### config.mk
export PLATFORM = sky130hd
export DESIGN_NAME = eep_slave
export DESIGN_NICKNAME = d
export VERILOG_FILES = /design/src/rtl/eep_pkg.sv /design/src/rtl/eep_sync.sv /design/src/rtl/eep_array.sv /design/src/rtl/eep_guard.sv /design/src/rtl/eep_link.sv /design/src/rtl/eep_slave.sv
export SDC_FILE = /design/constraint.sdc
export NUM_CORES = 2
export LEC_CHECK = 0
export ABC_AREA = 0
export ABC_CLOCK_PERIOD_IN_PS = 5380
export BUFFER_PORTS_ARGS = -buffer_cell sky130_fd_sc_hd__clkbuf_2
export CAP_MARGIN = 40
export CELL_PAD_IN_SITES_DETAIL_PLACEMENT = 0
export CELL_PAD_IN_SITES_GLOBAL_PLACEMENT = 2
export CORE_AREA = 2 2 516 364
export CTS_CLUSTER_SIZE = 8
export DETAILED_ROUTE_END_ITERATION = 12
export DIE_AREA = 0 0 518 366
export PLACE_DENSITY_LB_ADDON = 0.1
export SLEW_MARGIN = 20
export SYNTH_ARGS = -nofsm -noshare
export SYNTH_HDL_FRONTEND = slang
export SYNTH_SLANG_ARGS = --single-unit
### constraint.sdc
create_clock -name clk -period 5.38 [get_ports clk]
set_input_delay 1.076 -clock clk [delete_from_list [all_inputs] [get_ports clk]]
set_output_delay 1.076 -clock clk [all_outputs]
set_load 0.05 [all_outputs]
### src/rtl/eep_pkg.sv
// Package: shared types for the two-wire EEPROM slave.
// Assumes: nothing beyond IEEE 1800-2017.
package eep_pkg;

    // Protocol state of the bus link.
    typedef enum logic [2:0] {
        L_IDLE,   // waiting for a start condition
        L_ADDR,   // shifting in the device byte
        L_AACK,   // driving the acknowledge of the device byte
        L_WADDR,  // shifting in the word address
        L_WDATA,  // shifting in a data byte
        L_WACK,   // driving the acknowledge of a received byte
        L_RD,     // shifting out a read byte
        L_RACK    // sampling the master's acknowledge
    } link_state_t;

endpackage

### src/rtl/eep_sync.sv
// Module: eep_sync
// Brings SCL and SDA into the clock domain and detects SCL edges and
// start / stop conditions.
// Assumes: each SCL phase lasts at least four clock cycles.
module eep_sync (
    input  logic clk,
    input  logic rst_n,
    input  logic scl_i,
    input  logic sda_i,
    output logic scl_s,
    output logic sda_s,
    output logic scl_rise,
    output logic scl_fall,
    output logic start_det,
    output logic stop_det
);

    logic scl_m, scl_q, scl_d;
    logic sda_m, sda_q, sda_d;

    // Two-stage synchroniser plus one delayed copy for edge detection.
    always_ff @(posedge clk) begin
        if (!rst_n) begin
            scl_m <= 1'b1;
            scl_q <= 1'b1;
            scl_d <= 1'b1;
            sda_m <= 1'b1;
            sda_q <= 1'b1;
            sda_d <= 1'b1;
        end else begin
            scl_m <= scl_i;
            scl_q <= scl_m;
            scl_d <= scl_q;
            sda_m <= sda_i;
            sda_q <= sda_m;
            sda_d <= sda_q;
        end
    end

    // Edge and bus-condition decode from the synchronised samples.
    always_comb begin
        scl_s     = scl_q;
        sda_s     = sda_q;
        scl_rise  = scl_q & ~scl_d;
        scl_fall  = ~scl_q & scl_d;
        start_det = scl_q & scl_d & sda_d & ~sda_q;
        stop_det  = scl_q & scl_d & ~sda_d & sda_q;
    end

endmodule

### src/rtl/eep_array.sv
// Module: eep_array
// Byte-wide storage with one write port and an asynchronous read port.
// Assumes: contents are nonvolatile, so they come up erased (all ones) at
// power-up and are not touched by the block reset.
module eep_array #(
    parameter int ADDR_W = 8
) (
    input  logic              clk,
    input  logic              we,
    input  logic [ADDR_W-1:0] waddr,
    input  logic [7:0]        wdata,
    input  logic [ADDR_W-1:0] raddr,
    output logic [7:0]        rdata
);

    localparam int DEPTH = 1 << ADDR_W;

    logic [7:0] cells [DEPTH] = '{default: 8'hFF};

    // Store one byte when the guard lets a write through.
    always_ff @(posedge clk) begin
        if (we) begin
            cells[waddr] <= wdata;
        end
    end

    // Read the byte under the pointer.
    always_comb begin
        rdata = cells[raddr];
    end

endmodule

### src/rtl/eep_guard.sv
// Module: eep_guard
// Write policy, the permanent lower-half lock and the internal write-cycle
// timer.
// Assumes: lock_go and cycle_go are single-cycle pulses. The lock bit is
// nonvolatile: it powers up clear and rst_n never clears it.
module eep_guard #(
    parameter int ADDR_W      = 8,
    parameter int WCYCLE_CLKS = 5000
) (
    input  logic              clk,
    input  logic              rst_n,
    input  logic              wp,
    input  logic              wr_req,
    input  logic [ADDR_W-1:0] wr_addr,
    input  logic              lock_go,
    input  logic              cycle_go,
    output logic              wr_ok,
    output logic              arr_we,
    output logic              locked,
    output logic              busy
);

    localparam int CNT_W = $clog2(WCYCLE_CLKS + 1);

    logic             lock_q = 1'b0;
    logic [CNT_W-1:0] cyc_cnt;

    // One-way lock: once set it stays set.
    always_ff @(posedge clk) begin
        if (lock_go) begin
            lock_q <= 1'b1;
        end
    end

    // Internal write cycle: load on a commit, count down to idle.
    always_ff @(posedge clk) begin
        if (!rst_n) begin
            cyc_cnt <= '0;
        end else if (lock_go || cycle_go) begin
            cyc_cnt <= CNT_W'(WCYCLE_CLKS);
        end else if (cyc_cnt != '0) begin
            cyc_cnt <= cyc_cnt - 1'b1;
        end
    end

    // Protection policy: the pin covers everything, the lock the lower half.
    always_comb begin
        locked = lock_q;
        busy   = (cyc_cnt != '0);
        wr_ok  = ~wp & ~(lock_q & ~wr_addr[ADDR_W-1]);
        arr_we = wr_req & wr_ok;
    end

endmodule

### src/rtl/eep_link.sv
// Module: eep_link
// Bit-level protocol engine: device-byte match, word-address pointer,
// page-wrapped writes, sequential reads, lock command and query.
// Assumes: inputs come from eep_sync; rd_data shows the byte at ptr in the
// same cycle.
module eep_link
    import eep_pkg::*;
#(
    parameter int          ADDR_W    = 8,
    parameter int          PAGE_W    = 4,
    parameter logic [3:0]  TYPE_MEM  = 4'b1010,
    parameter logic [3:0]  TYPE_LOCK = 4'b0110
) (
    input  logic              clk,
    input  logic              rst_n,
    input  logic              sda_s,
    input  logic              scl_rise,
    input  logic              scl_fall,
    input  logic              start_det,
    input  logic              stop_det,
    input  logic [2:0]        pins,
    input  logic              busy,
    input  logic              locked,
    input  logic              wr_ok,
    input  logic [7:0]        rd_data,
    output logic              sda_oe,
    output logic              wr_req,
    output logic [ADDR_W-1:0] wr_addr,
    output logic [7:0]        wr_data,
    output logic [ADDR_W-1:0] ptr,
    output logic              lock_go,
    output logic              cycle_go
);

    localparam int HI_W = ADDR_W - PAGE_W;

    link_state_t st;
    logic [7:0]  shreg;
    logic [7:0]  tx;
    logic [3:0]  bcnt;
    logic        rw;
    logic        lock_txn;
    logic        wtxn;
    logic        stored_any;
    logic        got_byte;
    logic        mack;
    logic        hit_mem;
    logic        hit_lock;
    logic        addr_ack;
    logic        byte_in;
    logic [ADDR_W-1:0] ptr_page_next;

    // Device-byte decode and page-wrapped pointer advance.
    always_comb begin
        hit_mem       = (shreg[7:4] == TYPE_MEM)  && (shreg[3:1] == pins);
        hit_lock      = (shreg[7:4] == TYPE_LOCK) && (shreg[3:1] == pins);
        addr_ack      = ~busy & (hit_mem | (hit_lock & ~locked));
        byte_in       = scl_fall && (bcnt == 4'd8);
        ptr_page_next = {ptr[ADDR_W-1 -: HI_W], ptr[PAGE_W-1:0] + 1'b1};
    end

    // Protocol state machine, bit shifting and transaction bookkeeping.
    always_ff @(posedge clk) begin
        if (!rst_n) begin
            st         <= L_IDLE;
            shreg      <= '0;
            tx         <= '0;
            bcnt       <= '0;
            rw         <= 1'b0;
            lock_txn   <= 1'b0;
            wtxn       <= 1'b0;
            stored_any <= 1'b0;
            got_byte   <= 1'b0;
            mack       <= 1'b0;
            sda_oe     <= 1'b0;
            wr_req     <= 1'b0;
            wr_addr    <= '0;
            wr_data    <= '0;
            ptr        <= '0;
            lock_go    <= 1'b0;
            cycle_go   <= 1'b0;
        end else begin
            wr_req   <= 1'b0;
            lock_go  <= 1'b0;
            cycle_go <= 1'b0;
            if (wr_req && wr_ok) begin
                stored_any <= 1'b1;
            end
            if (start_det || stop_det) begin
                // A start or stop closes any open write transaction.
                cycle_go   <= wtxn & ~lock_txn & stored_any;
                lock_go    <= wtxn & lock_txn & got_byte;
                wtxn       <= 1'b0;
                stored_any <= 1'b0;
                got_byte   <= 1'b0;
                sda_oe     <= 1'b0;
                bcnt       <= '0;
                st         <= start_det ? L_ADDR : L_IDLE;
            end else begin
                unique case (st)
                    L_ADDR, L_WADDR, L_WDATA: begin
                        if (scl_rise && bcnt != 4'd8) begin
                            shreg <= {shreg[6:0], sda_s};
                            bcnt  <= bcnt + 1'b1;
                        end
                        if (byte_in) begin
                            bcnt <= '0;
                            if (st == L_ADDR) begin
                                if (addr_ack) begin
                                    sda_oe   <= 1'b1;
                                    rw       <= shreg[0];
                                    lock_txn <= hit_lock;
                                    wtxn     <= ~shreg[0];
                                    st       <= L_AACK;
                                end else begin
                                    st <= L_IDLE;
                                end
                            end else begin
                                if (!lock_txn) begin
                                    if (st == L_WADDR) begin
                                        ptr <= shreg;
                                    end else begin
                                        wr_req  <= 1'b1;
                                        wr_addr <= ptr;
                                        wr_data <= shreg;
                                        ptr     <= ptr_page_next;
                                    end
                                end
                                got_byte <= 1'b1;
                                sda_oe   <= 1'b1;
                                st       <= L_WACK;
                            end
                        end
                    end
                    L_AACK: begin
                        if (scl_fall) begin
                            bcnt <= '0;
                            if (!rw) begin
                                sda_oe <= 1'b0;
                                st     <= L_WADDR;
                            end else if (lock_txn) begin
                                sda_oe <= 1'b0;
                                st     <= L_IDLE;
                            end else begin
                                tx     <= rd_data;
                                sda_oe <= ~rd_data[7];
                                ptr    <= ptr + 1'b1;
                                st     <= L_RD;
                            end
                        end
                    end
                    L_WACK: begin
                        if (scl_fall) begin
                            sda_oe <= 1'b0;
                            bcnt   <= '0;
                            st     <= L_WDATA;
                        end
                    end
                    L_RD: begin
                        if (scl_rise) begin
                            bcnt <= bcnt + 1'b1;
                        end
                        if (byte_in) begin
                            sda_oe <= 1'b0;
                            st     <= L_RACK;
                        end else if (scl_fall) begin
                            tx     <= {tx[6:0], 1'b0};
                            sda_oe <= ~tx[6];
                        end
                    end
                    L_RACK: begin
                        if (scl_rise) begin
                            mack <= ~sda_s;
                        end
                        if (scl_fall) begin
                            bcnt <= '0;
                            if (mack) begin
                                tx     <= rd_data;
                                sda_oe <= ~rd_data[7];
                                ptr    <= ptr + 1'b1;
                                st     <= L_RD;
                            end else begin
                                st <= L_IDLE;
                            end
                        end
                    end
                    default: begin
                        sda_oe <= 1'b0;
                    end
                endcase
            end
        end
    end

endmodule

### src/rtl/eep_slave.sv
// Module: eep_slave (top)
// Two-wire serial EEPROM slave: 256 bytes, 16-byte pages, pin write protect
// over the whole array, permanent lock over the lower half, and a timed
// internal write cycle during which the device byte is not acknowledged.
// Assumes: SCL phases span several clock cycles; sda_i is the wired-AND bus.
module eep_slave #(
    parameter int         WCYCLE_CLKS = 5000,
    parameter logic [3:0] TYPE_MEM    = 4'b1010,
    parameter logic [3:0] TYPE_LOCK   = 4'b0110
) (
    input  logic       clk,
    input  logic       rst_n,
    input  logic       scl_i,
    input  logic       sda_i,
    output logic       sda_oe,
    input  logic [2:0] addr_pins,
    input  logic       wp
);

    localparam int ADDR_W = 8;
    localparam int PAGE_W = 4;

    logic              scl_s, sda_s, scl_rise, scl_fall;
    logic              start_det, stop_det, end_det;
    logic              busy, locked, wr_ok, arr_we;
    logic              wr_req, lock_go, cycle_go;
    logic [ADDR_W-1:0] wr_addr, ptr;
    logic [7:0]        wr_data, rd_data;

    // Either bus condition ends a transaction.
    always_comb begin
        end_det = start_det | stop_det;
    end

    eep_sync u_sync (
        .clk       (clk),
        .rst_n     (rst_n),
        .scl_i     (scl_i),
        .sda_i     (sda_i),
        .scl_s     (scl_s),
        .sda_s     (sda_s),
        .scl_rise  (scl_rise),
        .scl_fall  (scl_fall),
        .start_det (start_det),
        .stop_det  (stop_det)
    );

    eep_link #(
        .ADDR_W    (ADDR_W),
        .PAGE_W    (PAGE_W),
        .TYPE_MEM  (TYPE_MEM),
        .TYPE_LOCK (TYPE_LOCK)
    ) u_link (
        .clk       (clk),
        .rst_n     (rst_n),
        .sda_s     (sda_s),
        .scl_rise  (scl_rise),
        .scl_fall  (scl_fall),
        .start_det (start_det),
        .stop_det  (stop_det),
        .pins      (addr_pins),
        .busy      (busy),
        .locked    (locked),
        .wr_ok     (wr_ok),
        .rd_data   (rd_data),
        .sda_oe    (sda_oe),
        .wr_req    (wr_req),
        .wr_addr   (wr_addr),
        .wr_data   (wr_data),
        .ptr       (ptr),
        .lock_go   (lock_go),
        .cycle_go  (cycle_go)
    );

    eep_guard #(
        .ADDR_W      (ADDR_W),
        .WCYCLE_CLKS (WCYCLE_CLKS)
    ) u_guard (
        .clk      (clk),
        .rst_n    (rst_n),
        .wp       (wp),
        .wr_req   (wr_req),
        .wr_addr  (wr_addr),
        .lock_go  (lock_go),
        .cycle_go (cycle_go),
        .wr_ok    (wr_ok),
        .arr_we   (arr_we),
        .locked   (locked),
        .busy     (busy)
    );

    eep_array #(
        .ADDR_W (ADDR_W)
    ) u_array (
        .clk   (clk),
        .we    (arr_we),
        .waddr (wr_addr),
        .wdata (wr_data),
        .raddr (ptr),
        .rdata (rd_data)
    );

endmodule

==> qor.csv <==
metric;value;unit
hp-class;primary input to register;
cts_setup_buffers;0;
met3_length;16.6;mm
status;completed;
synth_xor_area_share;0.180;%
maxUsedRoutingLayer;met4;
peakVddDrop;314;uV
antenna_found_initial;8;
finalNonFillerCells;7787;
finClkSkew;0.0404;ns
synth-edff-count;2048;
drv_slew;0;
worst_pin_slew;0.969;ns
clk_pin_slew;0.05;ns
postCtsHoldBufs;0;
cts.sinks;2123;
die_h;366;um
rrSetupSlack;1.56;ns
ys_seq_area_share;76.3;%
multi_input_area;22100;um^2
fin_crit;3.82;ns
finalHoldViolations;0;
max_freq;262;MHz
num_vias;41100;
synth-compound-area-share;2.10;%
avgSynthCellArea;21.4;um^2
async_reset_ff_share;0;%
worstPathMaxFanout;41;
wl;193;mm
synth_flop_cell;edfxtp_1;
synth_area_leaders;edfxtp_1 (74%), mux4_2 (15%), dfxtp_1 (1.8%);
port-buffer-count;8;
p_leak;34.4;nW
vias_per_cell;5.28;
cts_buffers;315;
path_class;register to register;
power;36.1;mW
ys_ff_latch;2123;
grt_pass1_vias;41200;
die_w;518;um
seqCellArea;63000;um^2
initial_utilization;44.8;%
rows;132;
wl_met2;83.9;mm
hpwl;117;mm
n_fill_cell;14900;
grt_max_degree;167;
drcViolationCount;0;
grt_pass1_wl;283;mm
io-pin-count;9;
powerDensity;364;nW/um^2
wl_met1;89.1;mm
grt_use_total;20.5;%
ys_warn_count;0;
finalCritPeriodShare;71.1;%
rsz0062_at_grt;no;
worstReg2RegStart;u_link.ptr[0];
areaGrowthSynthToFinish;19.9;%
ant_nets;0;
final_area;99000;um^2
critPathLaunchType;register;
synthAdderAreaFrac;0.0606;%
cp.arrival;4.56;ns
h-tree-depth;5;
synth_common_cells;edfxtp_1 (2048), mux4_2 (557), nor2_1 (241);
syn_inst;3854;
synthesis.area;82600;um^2
synth_top_cell_by_area;edfxtp_1;
min_path_cells;2;
netlist.area_leader.share;74.5;%
yosys-mux-area-fraction;16.9;%
gp_congestion;0.801;
drive_gt1_share;22.0;%
dp.cells;7352;
postPlaceCellArea;90300;um^2
setup.worst_path.end_class;register;
rr_endpoint;u_link.tx[2];
dieArea;190000;um^2
fin_nets;5235;
drtPass1Iterations;5;
yosys.area_share.simple;2.91;%
clk_latency;0.89;ns
clockRootBuffer;clkbuf_16;
first_iter_violations;4320;
cp.required;6.12;ns
min_from;sda_i;
core_area;184000;um^2
cts_resized;0;
ys_types;73;
relSlewSlack;35.4;%
hold_ws;0.389;ns
clockBufferDepth;4;
cts_tree;done;
gr-total-overflow;0;
synth_top_family_by_area;multiplexers;
min_to;u_sync.sda_m;
yosys.cell_count.top_type;edfxtp_1;
wl_per_cell;24.8;um
worst_r2r_path_depth;8;
setup_viol;0;
tns;0;ns
cap_viol_max_count;0;
## logic make-up after synthesis
kind of cell,count (synthesis)
AOI/OAI and AO/OA,258
xor gates and xnor gates,17
adders and majority gates,4
buffers and inverters,231
DFF,2123
muxes,694
other,1
and+or+nand+nor,526
## critical path, stage by stage, from the launching register on
cell and delay (ns):
dfxtp_4 0.54, buf_16 0.29, buf_12 0.33, buf_4 0.27
mux4_2 0.50, mux4_2 0.45, mux2_2 0.31, a221oi_1 0.80
o31ai_1 0.11
## placed cells by master, fill, tap and decap left out, types with 18 or more instances in the layout
cell       instances
buf_12            26
edfxtp_1        2048
a21oi_1           61
mux4_2           557
clkbuf_16        322
clkbuf_1          72
a22oi_1           18
nand3_1           50
nand2_1          118
o21ai_0           41
o22ai_1           24
buf_4            196
conb_1          1024
dfxtp_1           60
mux2i_1          128
nor2_1           240
## metal layers
metal  up-vias  GRT usage (%)
met5         -              0
li1      17800              -
met3       290           6.04
met2      1449           29.0
met4         0           4.56
met1     21600           31.5
## sequential cells by signal (all words and copies together) (netlist names), 3 cells and up
name and count:
u_link.bcnt 4, u_guard.cyc_cnt 13, u_link.shreg 8, u_link.tx 7, u_link.wr_addr 8, u_link.ptr 8
u_link.st 3, u_link.wr_data 8, u_array.cells 2048
## through the flow
stage	setup slack (ns)	util (%)
2_1_floorplan	1.13	-
3_3_place_gp	1.16	48.8
3_5_place_dp	1.39	49.0
4_1_cts	1.36	53.5
5_1_grt	1.34	53.7
6_report	1.56	53.7
## where the power goes
group,internal [mW],switching [mW],leakage (nW)
clock network,10.6,6.52,4.08
registers,18.3,0.0970,20.7
logic,0.216,0.320,9.69
## cell type report
class	instances	share of cell area, %
diodes	2	0.00506
inverters	15	0.0645
clock buffers	394	8.41
flip-flops and latches	2123	63.7
clock inverters	6	0.0569
multi-input cells	2523	22.4
repair buffers	245	2.28
well taps	2479	3.13
## worst max-delay path by stage
| stage | startpoint | end | slack [ns] |
|---|---|---|---|
| 2_1_floorplan | u_link.wr_data[0] | u_array.cells[0][0] | 1.13 |
| 4_1_cts | u_link.ptr[0] | u_link.tx[6] | 1.36 |
| 5_1_grt | u_link.ptr[0] | u_link.tx[2] | 1.34 |
| 3_5_place_dp | u_link.ptr[0] | u_link.tx[6] | 1.39 |
| 3_3_place_gp | u_link.ptr[0] | u_link.tx[6] | 1.16 |
| 6_report | u_link.ptr[0] | u_link.tx[2] | 1.56 |
Power figures use the tool's default switching activity.
